--- config.mk ---
export PLATFORM = sky130hd
export DESIGN_NAME = serial_rx_buffer
export DESIGN_NICKNAME = d
export VERILOG_FILES = /design/src/rtl/srb_pkg.sv /design/src/rtl/srb_shifter.sv /design/src/rtl/srb_packer.sv /design/src/rtl/srb_fifo.sv /design/src/rtl/serial_rx_buffer.sv
export SDC_FILE = /design/constraint.sdc
export NUM_CORES = 1
export LEC_CHECK = 0
export CAP_MARGIN = 15
export CORE_MARGIN = 2
export CORE_UTILIZATION = 43
export DETAILED_ROUTE_END_ITERATION = 8
export MAX_ROUTING_LAYER = met4
export PLACE_DENSITY = 0.58
export SETUP_SLACK_MARGIN = 0.05
export SYNTH_ARGS = -nofsm -noshare
export SYNTH_HDL_FRONTEND = slang
export SYNTH_SLANG_ARGS = --single-unit
--- constraint.sdc ---
create_clock -name clk -period 2.9 [get_ports clk]
set_clock_uncertainty 0.2 [all_clocks]
set_input_delay 0.725 -clock clk [delete_from_list [all_inputs] [get_ports clk]]
set_output_delay 0.725 -clock clk [all_outputs]
set_load 0.005 [all_outputs]
--- src/rtl/srb_pkg.sv ---
package srb_pkg;

    typedef enum logic {
        ORDER_MSB = 1'b0,
        ORDER_LSB = 1'b1
    } bit_order_e;

    localparam int unsigned SRB_DATA_W     = 32;
    localparam int unsigned SRB_BYTE_W     = 8;
    localparam int unsigned SRB_FIFO_DEPTH = 2;
    localparam int unsigned SRB_NUM_SLAVES = 6;

endpackage

--- src/rtl/srb_shifter.sv ---
module srb_shifter
    import srb_pkg::*;
#(
    parameter int unsigned DATA_W = SRB_DATA_W
) (
    input  logic              clk,
    input  logic              rst_n,
    input  logic              shift_en,
    input  logic              sdi,
    input  bit_order_e        order,
    input  logic              clear,
    output logic [DATA_W-1:0] bits_now
);
    localparam int unsigned IDX_W = $clog2(DATA_W);
    localparam int unsigned CNT_W = $clog2(DATA_W + 1);

    typedef struct packed {
        logic [DATA_W-1:0] shreg;
        logic [CNT_W-1:0]  cnt;
    } shf_t;

    shf_t shf_q, shf_d, shf_upd;

    // shf_upd includes a bit shifted in this cycle, so a strobe that
    // closes a unit in the same cycle as the last shift still sees it.
    always_comb begin
        shf_upd = shf_q;
        if (shift_en) begin
            if (order == ORDER_MSB) begin
                shf_upd.shreg = {shf_q.shreg[DATA_W-2:0], sdi};
            end else if (shf_q.cnt < CNT_W'(DATA_W)) begin
                shf_upd.shreg[shf_q.cnt[IDX_W-1:0]] = sdi;
            end
            if (shf_q.cnt < CNT_W'(DATA_W)) begin
                shf_upd.cnt = shf_q.cnt + CNT_W'(1);
            end
        end
        shf_d = clear ? '0 : shf_upd;
    end

    assign bits_now = shf_upd.shreg;

    always_ff @(posedge clk or negedge rst_n) begin
        if (!rst_n) shf_q <= '0;
        else        shf_q <= shf_d;
    end

endmodule

--- src/rtl/srb_packer.sv ---
module srb_packer
    import srb_pkg::*;
#(
    parameter int unsigned DATA_W = SRB_DATA_W,
    parameter int unsigned BYTE_W = SRB_BYTE_W
) (
    input  logic                       clk,
    input  logic                       rst_n,
    input  logic                       byte_mode,
    input  logic [$clog2(DATA_W)-1:0]  width_m1,
    input  logic                       rx_end,
    input  logic [DATA_W-1:0]          bits_now,
    input  logic                       room,
    output logic                       push,
    output logic [DATA_W-1:0]          push_data,
    output logic                       ovf
);
    localparam int unsigned LANES  = DATA_W / BYTE_W;
    localparam int unsigned LANE_W = (LANES > 1) ? $clog2(LANES) : 1;

    typedef struct packed {
        logic [DATA_W-1:0] pack;
        logic [LANE_W-1:0] lane;
    } pk_t;

    pk_t               pk_q, pk_d;
    logic [DATA_W-1:0] wmask;
    logic [DATA_W-1:0] merged;

    always_comb begin
        for (int i = 0; i < DATA_W; i++) begin
            wmask[i] = (i <= int'(width_m1));
        end
    end

    always_comb begin
        pk_d      = pk_q;
        push      = 1'b0;
        push_data = '0;
        ovf       = 1'b0;
        merged    = pk_q.pack;
        merged[int'(pk_q.lane)*BYTE_W +: BYTE_W] = bits_now[BYTE_W-1:0];

        if (!byte_mode) begin
            pk_d = '0;
        end

        if (rx_end) begin
            if (!room) begin
                ovf = 1'b1;
            end else if (!byte_mode) begin
                push      = 1'b1;
                push_data = bits_now & wmask;
            end else if (pk_q.lane == LANE_W'(LANES - 1)) begin
                push      = 1'b1;
                push_data = merged;
                pk_d      = '0;
            end else begin
                pk_d.pack = merged;
                pk_d.lane = pk_q.lane + LANE_W'(1);
            end
        end
    end

    always_ff @(posedge clk or negedge rst_n) begin
        if (!rst_n) pk_q <= '0;
        else        pk_q <= pk_d;
    end

endmodule

--- src/rtl/srb_fifo.sv ---
module srb_fifo
    import srb_pkg::*;
#(
    parameter int unsigned DATA_W = SRB_DATA_W,
    parameter int unsigned DEPTH  = SRB_FIFO_DEPTH
) (
    input  logic                         clk,
    input  logic                         rst_n,
    input  logic                         push,
    input  logic [DATA_W-1:0]            push_data,
    input  logic                         pop,
    output logic                         room,
    output logic [$clog2(DEPTH+1)-1:0]   count,
    output logic [$clog2(DEPTH+1)-1:0]   count_next,
    output logic [DATA_W-1:0]            rd_data
);
    localparam int unsigned PTR_W = (DEPTH > 1) ? $clog2(DEPTH) : 1;
    localparam int unsigned CNT_W = $clog2(DEPTH + 1);

    typedef struct packed {
        logic [DEPTH-1:0][DATA_W-1:0] mem;
        logic [PTR_W-1:0]             wptr;
        logic [PTR_W-1:0]             rptr;
        logic [CNT_W-1:0]             count;
        logic [DATA_W-1:0]            rd_data;
    } ff_t;

    ff_t  ff_q, ff_d;
    logic do_pop;

    function automatic logic [PTR_W-1:0] ptr_inc(input logic [PTR_W-1:0] p);
        return (p == PTR_W'(DEPTH - 1)) ? '0 : p + PTR_W'(1);
    endfunction

    assign do_pop = pop && (ff_q.count != '0);
    assign room   = (ff_q.count < CNT_W'(DEPTH)) || do_pop;

    always_comb begin
        ff_d = ff_q;
        if (pop) begin
            ff_d.rd_data = do_pop ? ff_q.mem[ff_q.rptr] : '0;
        end
        if (do_pop) begin
            ff_d.rptr = ptr_inc(ff_q.rptr);
        end
        if (push) begin
            ff_d.mem[ff_q.wptr] = push_data;
            ff_d.wptr           = ptr_inc(ff_q.wptr);
        end
        if (push && !do_pop) begin
            ff_d.count = ff_q.count + CNT_W'(1);
        end else if (!push && do_pop) begin
            ff_d.count = ff_q.count - CNT_W'(1);
        end
    end

    assign count      = ff_q.count;
    assign count_next = ff_d.count;
    assign rd_data    = ff_q.rd_data;

    always_ff @(posedge clk or negedge rst_n) begin
        if (!rst_n) ff_q <= '0;
        else        ff_q <= ff_d;
    end

endmodule

--- src/rtl/serial_rx_buffer.sv ---
module serial_rx_buffer
    import srb_pkg::*;
#(
    parameter int unsigned DATA_W     = SRB_DATA_W,
    parameter int unsigned BYTE_W     = SRB_BYTE_W,
    parameter int unsigned FIFO_DEPTH = SRB_FIFO_DEPTH,
    parameter int unsigned NUM_SLAVES = SRB_NUM_SLAVES
) (
    input  logic                          clk,
    input  logic                          rst_n,
    input  logic                          sdi,
    input  logic                          shift_en,
    input  logic                          rx_end,
    input  logic                          byte_mode,
    input  logic [$clog2(DATA_W)-1:0]     word_width_m1,
    input  logic [$clog2(NUM_SLAVES)-1:0] slave_sel,
    input  logic [NUM_SLAVES-1:0]         lsb_first_cfg,
    input  logic                          rd_req,
    output logic [DATA_W-1:0]             rd_data,
    input  logic                          stat_rd,
    output logic                          rd_ready,
    output logic                          rd_err
);
    localparam int unsigned FCNT_W = $clog2(FIFO_DEPTH + 1);

    typedef struct packed {
        logic rd_ready;
        logic rd_err;
    } st_t;

    st_t               st_q, st_d;
    bit_order_e        order;
    logic [DATA_W-1:0] bits_now;
    logic              room;
    logic              push;
    logic [DATA_W-1:0] push_data;
    logic              ovf;
    logic [FCNT_W-1:0] fifo_count;
    logic [FCNT_W-1:0] fifo_count_next;

    always_comb begin
        order = ORDER_MSB;
        if (int'(slave_sel) < int'(NUM_SLAVES)) begin
            order = bit_order_e'(lsb_first_cfg[slave_sel]);
        end
    end

    srb_shifter #(.DATA_W(DATA_W)) u_shifter (
        .clk      (clk),
        .rst_n    (rst_n),
        .shift_en (shift_en),
        .sdi      (sdi),
        .order    (order),
        .clear    (rx_end),
        .bits_now (bits_now)
    );

    srb_packer #(.DATA_W(DATA_W), .BYTE_W(BYTE_W)) u_packer (
        .clk       (clk),
        .rst_n     (rst_n),
        .byte_mode (byte_mode),
        .width_m1  (word_width_m1),
        .rx_end    (rx_end),
        .bits_now  (bits_now),
        .room      (room),
        .push      (push),
        .push_data (push_data),
        .ovf       (ovf)
    );

    srb_fifo #(.DATA_W(DATA_W), .DEPTH(FIFO_DEPTH)) u_fifo (
        .clk        (clk),
        .rst_n      (rst_n),
        .push       (push),
        .push_data  (push_data),
        .pop        (rd_req),
        .room       (room),
        .count      (fifo_count),
        .count_next (fifo_count_next),
        .rd_data    (rd_data)
    );

    // A new overrun takes priority over a status-read clear.
    always_comb begin
        st_d          = st_q;
        st_d.rd_ready = (fifo_count_next != '0);
        if (ovf)          st_d.rd_err = 1'b1;
        else if (stat_rd) st_d.rd_err = 1'b0;
    end

    assign rd_ready = st_q.rd_ready;
    assign rd_err   = st_q.rd_err;

    always_ff @(posedge clk or negedge rst_n) begin
        if (!rst_n) st_q <= '0;
        else        st_q <= st_d;
    end

endmodule

==> results by group, run 1 <==
Timing
  • RSZ-0062 raised after global routing: true
  • Worst hold slack: a little under 0.04 ns
  • Slew Limit Fails: 0
  • Crit share post-route: 96.74%
  • Fin crit period: ~2.8 ns
  • TNS Setup: 0 ns
  • Max Clk Rate: 0.3564 GHz
  • Least-Margin Pin Slew: 0.6662 ns
  • Hold Vio Cnt, Final: 0
  • Slew HR: between 50% and 60%
  • Endpoints failing setup: 0

Worst setup path
  • WP data arrival: 2.92 ns
  • Slowest stage delay, CP: about 0.43 ns
  • Critical path startpoint category: primary input
  • CP endpoint kind: flip-flop
  • CP Cell Sequence: clkdlybuf4s50_1 > or2_1 > or2_1 > buf_4 > a21oi_1 > o41ai_2 > buf_4 > a31oi_2 > a21oi_1
  • Crit path kind: in2reg
  • Crit path max fanout: 8
  • Crit path max-delay cell type: clkdlybuf4s50_1
  • Crit path required time: 3.02 ns

Yosys
  • Ys flop type: dfrtp_1
  • Dominant cell type by area after synthesis: dfrtp_1
  • Synth unique cells: 83
  • Post-synthesis adder-cell area fraction: 1.425%
  • Compound-Gate Fraction of Synth Area: 22.12%
  • Count leader, synth: dfrtp_1
  • Syn Inst Count: 1050
  • Mux cell area share after synthesis: 4.430%
  • Asr flop ratio synth: 100.0%
  • Number of synthesized flops with an enable pin: 0
  • FF+latch count, synth: 174
  • Syn nets: 1083
  • Post-Synth Simple-Gate Area: a little under a fifth
  • Top cell type's share of synthesized area: 45.08%
  • Avg Cell Area, Syn: 9.199 um^2
  • Register area share after synthesis: a little under half
  • Top post-synthesis cells by area: dfrtp_1 45%, nand2_1 5.3%, mux2i_1 3.9%, o21ai_0 3.2%, buf_4 3.0%
  • Xor-xnor portion of the synthesized cell area: 0.6347%
  • Post-synth top cells: 174 x dfrtp_1, 136 x nand2_1, 69 x nor2_1
  • Mapped Area: 0.009659 mm^2
  • Largest family of logic cells by synthesized area: compound AO/OA/AOI/OAI gates
  • Synth Warn #: 0

Place
  • Port Buf Inserts: 55
  • Hpwl dp: ~25 mm
  • Dpl cells: ~1.5k
  • Routability congestion estimate: between 0.9 and 1

Final layout
  • Fin cells: 1519
  • Fin nets: 1259
  • Layout cells sized above 1: 25.10%
  • Area Growth Syn to Fin: 30.22%
  • Antenna diode count: 0
  • Fillers: 2003

Clocking
  • CTS tree: done
  • Clk slew on worst S/H paths: 0.07 ns
  • Clock latency on the worst-skew pair: 0.44 ns
  • CTS max path bufs: 2
  • Root buf cell: clkbuf_16
  • H-tree Lvls: 4
  • Num CTS Buffers: 17
  • TritonCTS sink count: roughly 170

Route
  • WL final: 32.82 mm
  • WL met3: 2.149 mm
  • Via count: between 8k and 9k
  • M1 WL: 15.17 mm
  • Max Used Layer: met4
  • Metal2 WL: 14.61 mm
  • DRT Pass-1 Iters: 8
  • Via density per instance: 5.864
  • Final ANT Viol Nets: 0
  • DRC Markers: 0
  • Initial drt markers: around 900
  • WL per Instance: 21.61 um

Global route
  • Total GRT Usage: 29.04%
  • Pin count of the biggest net entering global routing: between 50 and 60
  • First-pass GRT wire length: 50.69 mm
  • Grt ovf: 0
  • Initial antenna violation count: 0
  • Vias in the first global route: 8595

Pwr
  • Worst VDD drop: 0.3891 mV
  • Pwr dens: between 600 and 700 mW/mm^2
  • LEAKAGE: 5.544 nW

Floorplanning
  • Starting Density: 43.99%
  • FP Rows: 54
  • Die Span Y: 153.9 um
  • Die area: approximately 0.024 mm^2
  • # IOs: 56
  • Die W: ~150 um
  • Core box area: 0.02196 mm^2

Status
  • Status: completed

Flow run
  • Max-Cap Viols: 0

Hold path
  • Tightest Hold Check Type: in2async
## placed cells by master, fill, tap and decap left out, types with 38 or more instances in the layout
cell / n
a21oi_1: 43
buf_4: 193
clkdlybuf4s50_1: 51
dfrtp_1: 173
inv_1: 50
mux2i_1: 38
nand2_1: 136
nor2_1: 68
o21ai_0: 60
o21ai_1: 38
## worst paths after layout
path | startpoint | end | slack, ns | cells past startpoint
hold / removal | rst_n | u_fifo.rd_data[27] | 0.04 | 1
setup / recovery | slave_sel[1] | u_fifo.ff_q[82] | 0.09 | 9
setup reg to reg | u_shifter.shf_q[1] | u_fifo.ff_q[65] | 0.19 | 9
min in group clk | u_packer.pk_q[19] | u_packer.pk_q[19] | 0.27 | 2
hold reg to reg | u_packer.pk_q[19] | u_packer.pk_q[19] | 0.27 | 2
max in group asynchronous | rst_n | u_packer.pk_q[14] | 1.75 | 2
## worst max-delay path: cells and delay by family
kind	cells	cell delay, ns
and+or+nand+nor	2	0.55
AOI/OAI and AO/OA	4	0.87
buffers and inverters	3	0.77
## metrics by stage
| step | setup slack (ns) | power (mW) | utilization [%] | area [um^2] |
|---|---|---|---|---|
| 2_1_floorplan | 0.3438 | 5.050 | - | 9659 |
| 3_5_place_dp | -0.7541 | 6.127 | 52.35 | 11500 |
| 3_3_place_gp | -0.7237 | 6.086 | 52.35 | 11500 |
| 5_1_grt | -0.006938 | 9.030 | 57.28 | 12580 |
| 4_1_cts | 0.06378 | 8.519 | 56.06 | 12310 |
| 6_report | 0.09448 | 8.551 | 57.28 | 12580 |
## metal layers
layer / global-route usage [%] / vias to the layer above
met3: 4.481 / 53
met5: - / -
li1: - / 4140
met1: 41.06 / 4351
met4: 8.723 / 0
met2: 43.37 / 363
## logic make-up after synthesis
logic type / Yosys count
muxes: 42
AOI/OAI and AO/OA: 309
DFF: 174
xor gates and xnor gates: 7
buffers and inverters: 157
and+or+nand+nor: 350
adders and majority gates: 11
## layout make-up
class                   instances  area [um^2]  area share, %
clock buffers                  17        425.4          3.382
clock inverters                15        171.4          1.363
inverters                      51        191.4          1.522
multi-input cells             719         4822          38.34
flip-flops and latches        174         4355          34.63
well taps                     280        350.3          2.785
repair buffers                263         2262          17.98
## timing repair
item | 4_1_cts | 5_1_grt
gates cloned | 0 | 1
gates resized for setup | 28 | 30
setup endpoints to repair | 81 | 71
hold buffers | 0 | 0
hold endpoints to repair | 0 | 0
pin swaps | 5 | 9
setup buffers | 8 | 10
## sequential cells by signal, summed over array words and instances (netlist names)
name	count
rd_ready	1
u_packer.pk_q	34
u_fifo.rd_data	32
rd_err	1
u_shifter.shf_q	38
u_fifo.count	2
u_fifo.ff_q	66
## power breakdown
group / switching [mW] / internal, mW
logic: 1.44 / 1.39
registers: 0.386 / 3.00
clock network: 1.17 / 1.16
total: 3.00 / 5.55
(Power assumes the default switching activity.)
==> run 2, diff against run 1 <==
--- a/config.mk
+++ b/config.mk
@@ -10,7 +10,7 @@
 export CORE_UTILIZATION = 43
 export DETAILED_ROUTE_END_ITERATION = 8
 export MAX_ROUTING_LAYER = met4
-export PLACE_DENSITY = 0.58
+export PLACE_DENSITY = 0.64
 export SETUP_SLACK_MARGIN = 0.05
 export SYNTH_ARGS = -nofsm -noshare
 export SYNTH_HDL_FRONTEND = slang
==> results by group, run 2 (synthesis results as in run 1) <==
Route
  • Via count: 8865
  • Final ANT Viol Nets: 0
  • WL final: approximately 32 mm
  • DRC Markers: 0
  • WL per Instance: ~22 um
  • DRT Pass-1 Iters: 6
  • Initial drt markers: between 800 and 900
  • Via density per instance: 5.958

Floorplanning
  • Starting Density: 43.99%
  • Die Span Y: between 150 and 200 um
  • # IOs: 56
  • Core box area: approximately 0.022 mm^2
  • Die area: 0.02368 mm^2
  • FP Rows: 54
  • Die W: ~150 um

Worst setup path
  • Crit path buffers/inverters: 5
  • CP Cell Sequence: dlygate4sd2_1 > buf_4 > o32a_1 > buf_12 > buf_4 > nand2_4 > buf_4 > nand2_1 > a31oi_1 > a21oi_1
  • CP dominant cell by count: buf_4
  • WP data arrival: 2.88 ns
  • Critical path startpoint category: primary input
  • Setup slack on the worst flop-to-flop path: 0.23 ns
  • Reg-to-Reg End: u_fifo.ff_q[80]
  • Crit path max fanout: 9
  • Worst r2r path cells: 9
  • Delay-heaviest family, CP: buffers and inverters
  • Crit path kind: in2reg
  • Crit path required time: 2.99 ns
  • Slowest stage delay, CP: 0.44 ns
  • Crit path max-delay cell type: o32a_1
  • CP endpoint kind: flip-flop
  • Worst r2r src: u_shifter.shf_q[0]

Clocking
  • Clk slew on worst S/H paths: 0.07 ns
  • CTS max path bufs: 2
  • Num CTS Buffers: 17
  • CTS tree: done
  • TritonCTS sink count: 174
  • H-tree Lvls: 4
  • Post-CTS Hold Buffers: 0
  • Clock latency on the worst-skew pair: 0.45 ns
  • Root buf cell: clkbuf_16

Final layout
  • Area Growth Syn to Fin: 27.51%
  • Most frequent cells in the layout: 173 x dfrtp_1, 162 x buf_4, 136 x nand2_1
  • Largest register FFs: 66
  • Layout cells sized above 1: 22.43%
  • Antenna diode count: 0
  • Fin nets: 1228
  • Most flops, register: u_fifo.ff_q
  • Most common cell after layout, fill and taps aside: dfrtp_1
  • Biggest regs: u_fifo.ff_q x66, u_shifter.shf_q x38, u_packer.pk_q x34

Flow run
  • Max-Cap Viols: 0

Global route
  • Met2 Track Usage GR: a little over two fifths
  • Vias in the first global route: 8510
  • Global Route met1 Usage: 39.69%
  • Initial antenna violation count: 0
  • GR Util met3: between 6 and 7%
  • Total GRT Usage: around 29%
  • GRT Max-Usage Layer: met2
  • Pin count of the biggest net entering global routing: 59
  • Grt ovf: 0
  • First-pass GRT wire length: 50.50 mm

Timing
  • Endpoints failing setup: 0
  • RSZ-0062 raised after global routing: true
  • Worst hold slack: between 0.05 and 0.06 ns
  • Slew HR: a little over half
  • Hold Vio Cnt, Final: 0
  • Crit share post-route: 96.04%
  • Slew Limit Fails: 0
  • Fin crit period: 2.785 ns
  • Least-Margin Pin Slew: 0.7020 ns
  • Max Clk Rate: 0.3591 GHz

Place
  • Routability congestion estimate: ~1
  • Hpwl dp: 24.30 mm
  • Port Buf Inserts: 55

Pwr
  • Worst VDD drop: 0.4169 mV
  • LEAKAGE: 5.440 nW
  • Power Total: 8.545 mW
  • Pwr dens: 693.7 mW/mm^2

Status
  • Status: completed

Hold path
  • Tightest Hold Check Type: in2async
[run 2: metrics by stage]
step	utilization, %	TNS [ns]	worst slack [ns]	cells	area, um^2
finish	56.09	0	0.1150	1488	12320
global route	56.09	0	0.02325	1488	12320
detailed placement	52.13	-41.26	-0.7877	1453	11450
CTS	55.56	0	0.05413	1485	12200
floorplan	-	0	0.3438	1050	9659
global placement	52.13	-39.58	-0.6860	1453	11450
[run 2: final cells by class]
| cell class | count | area (um^2) |
|---|---|---|
| inverters | 51 | 191.4 |
| repair buffers | 232 | 2078 |
| well taps | 280 | 350.3 |
| clock buffers | 17 | 425.4 |
| clock inverters | 15 | 173.9 |
| flip-flops and latches | 174 | 4355 |
| multi-input cells | 719 | 4742 |
| fillers | 1988 | 9642 |
[run 2: repair_timing]
item,in CTS,in global routing
resized for setup,26,17
pin swaps,4,5
endpoints found under the setup margin,42,48
cloned,0,1
setup buffers,0,2
[run 2: worst max path at each step]
stage                 startpoint               to  slack (ns)  depth (start not counted)
floorplan                 rd_req  u_fifo.ff_q[95]        0.34                          8
global placement    slave_sel[0]  u_fifo.ff_q[59]       -0.69                          9
detailed placement  slave_sel[0]  u_fifo.ff_q[91]       -0.79                          9
CTS                 slave_sel[1]  u_fifo.ff_q[39]        0.05                         10
global route        slave_sel[2]  u_fifo.ff_q[44]        0.02                         10
finish              slave_sel[2]  u_fifo.ff_q[80]        0.11                         10
[run 2: layer usage]
layer / vias to the layer above / part of all wire [%] / wire (um)
li1: 4068 / - / -
met1: 4335 / 44 / 14390
met2: 391 / 45 / 14650
met3: 71 / 7.6 / 2456
met4: 0 / 2.8 / 924
met5: - / 0 / 0
[run 2: report_power, final]
group / leakage (nW) / switching (mW) / internal (mW)
Combinational: 2.84 / 1.47 / 1.35
Sequential: 2.31 / 0.359 / 3.00
Clock: 0.289 / 1.14 / 1.23
Total: 5.44 / 2.97 / 5.58
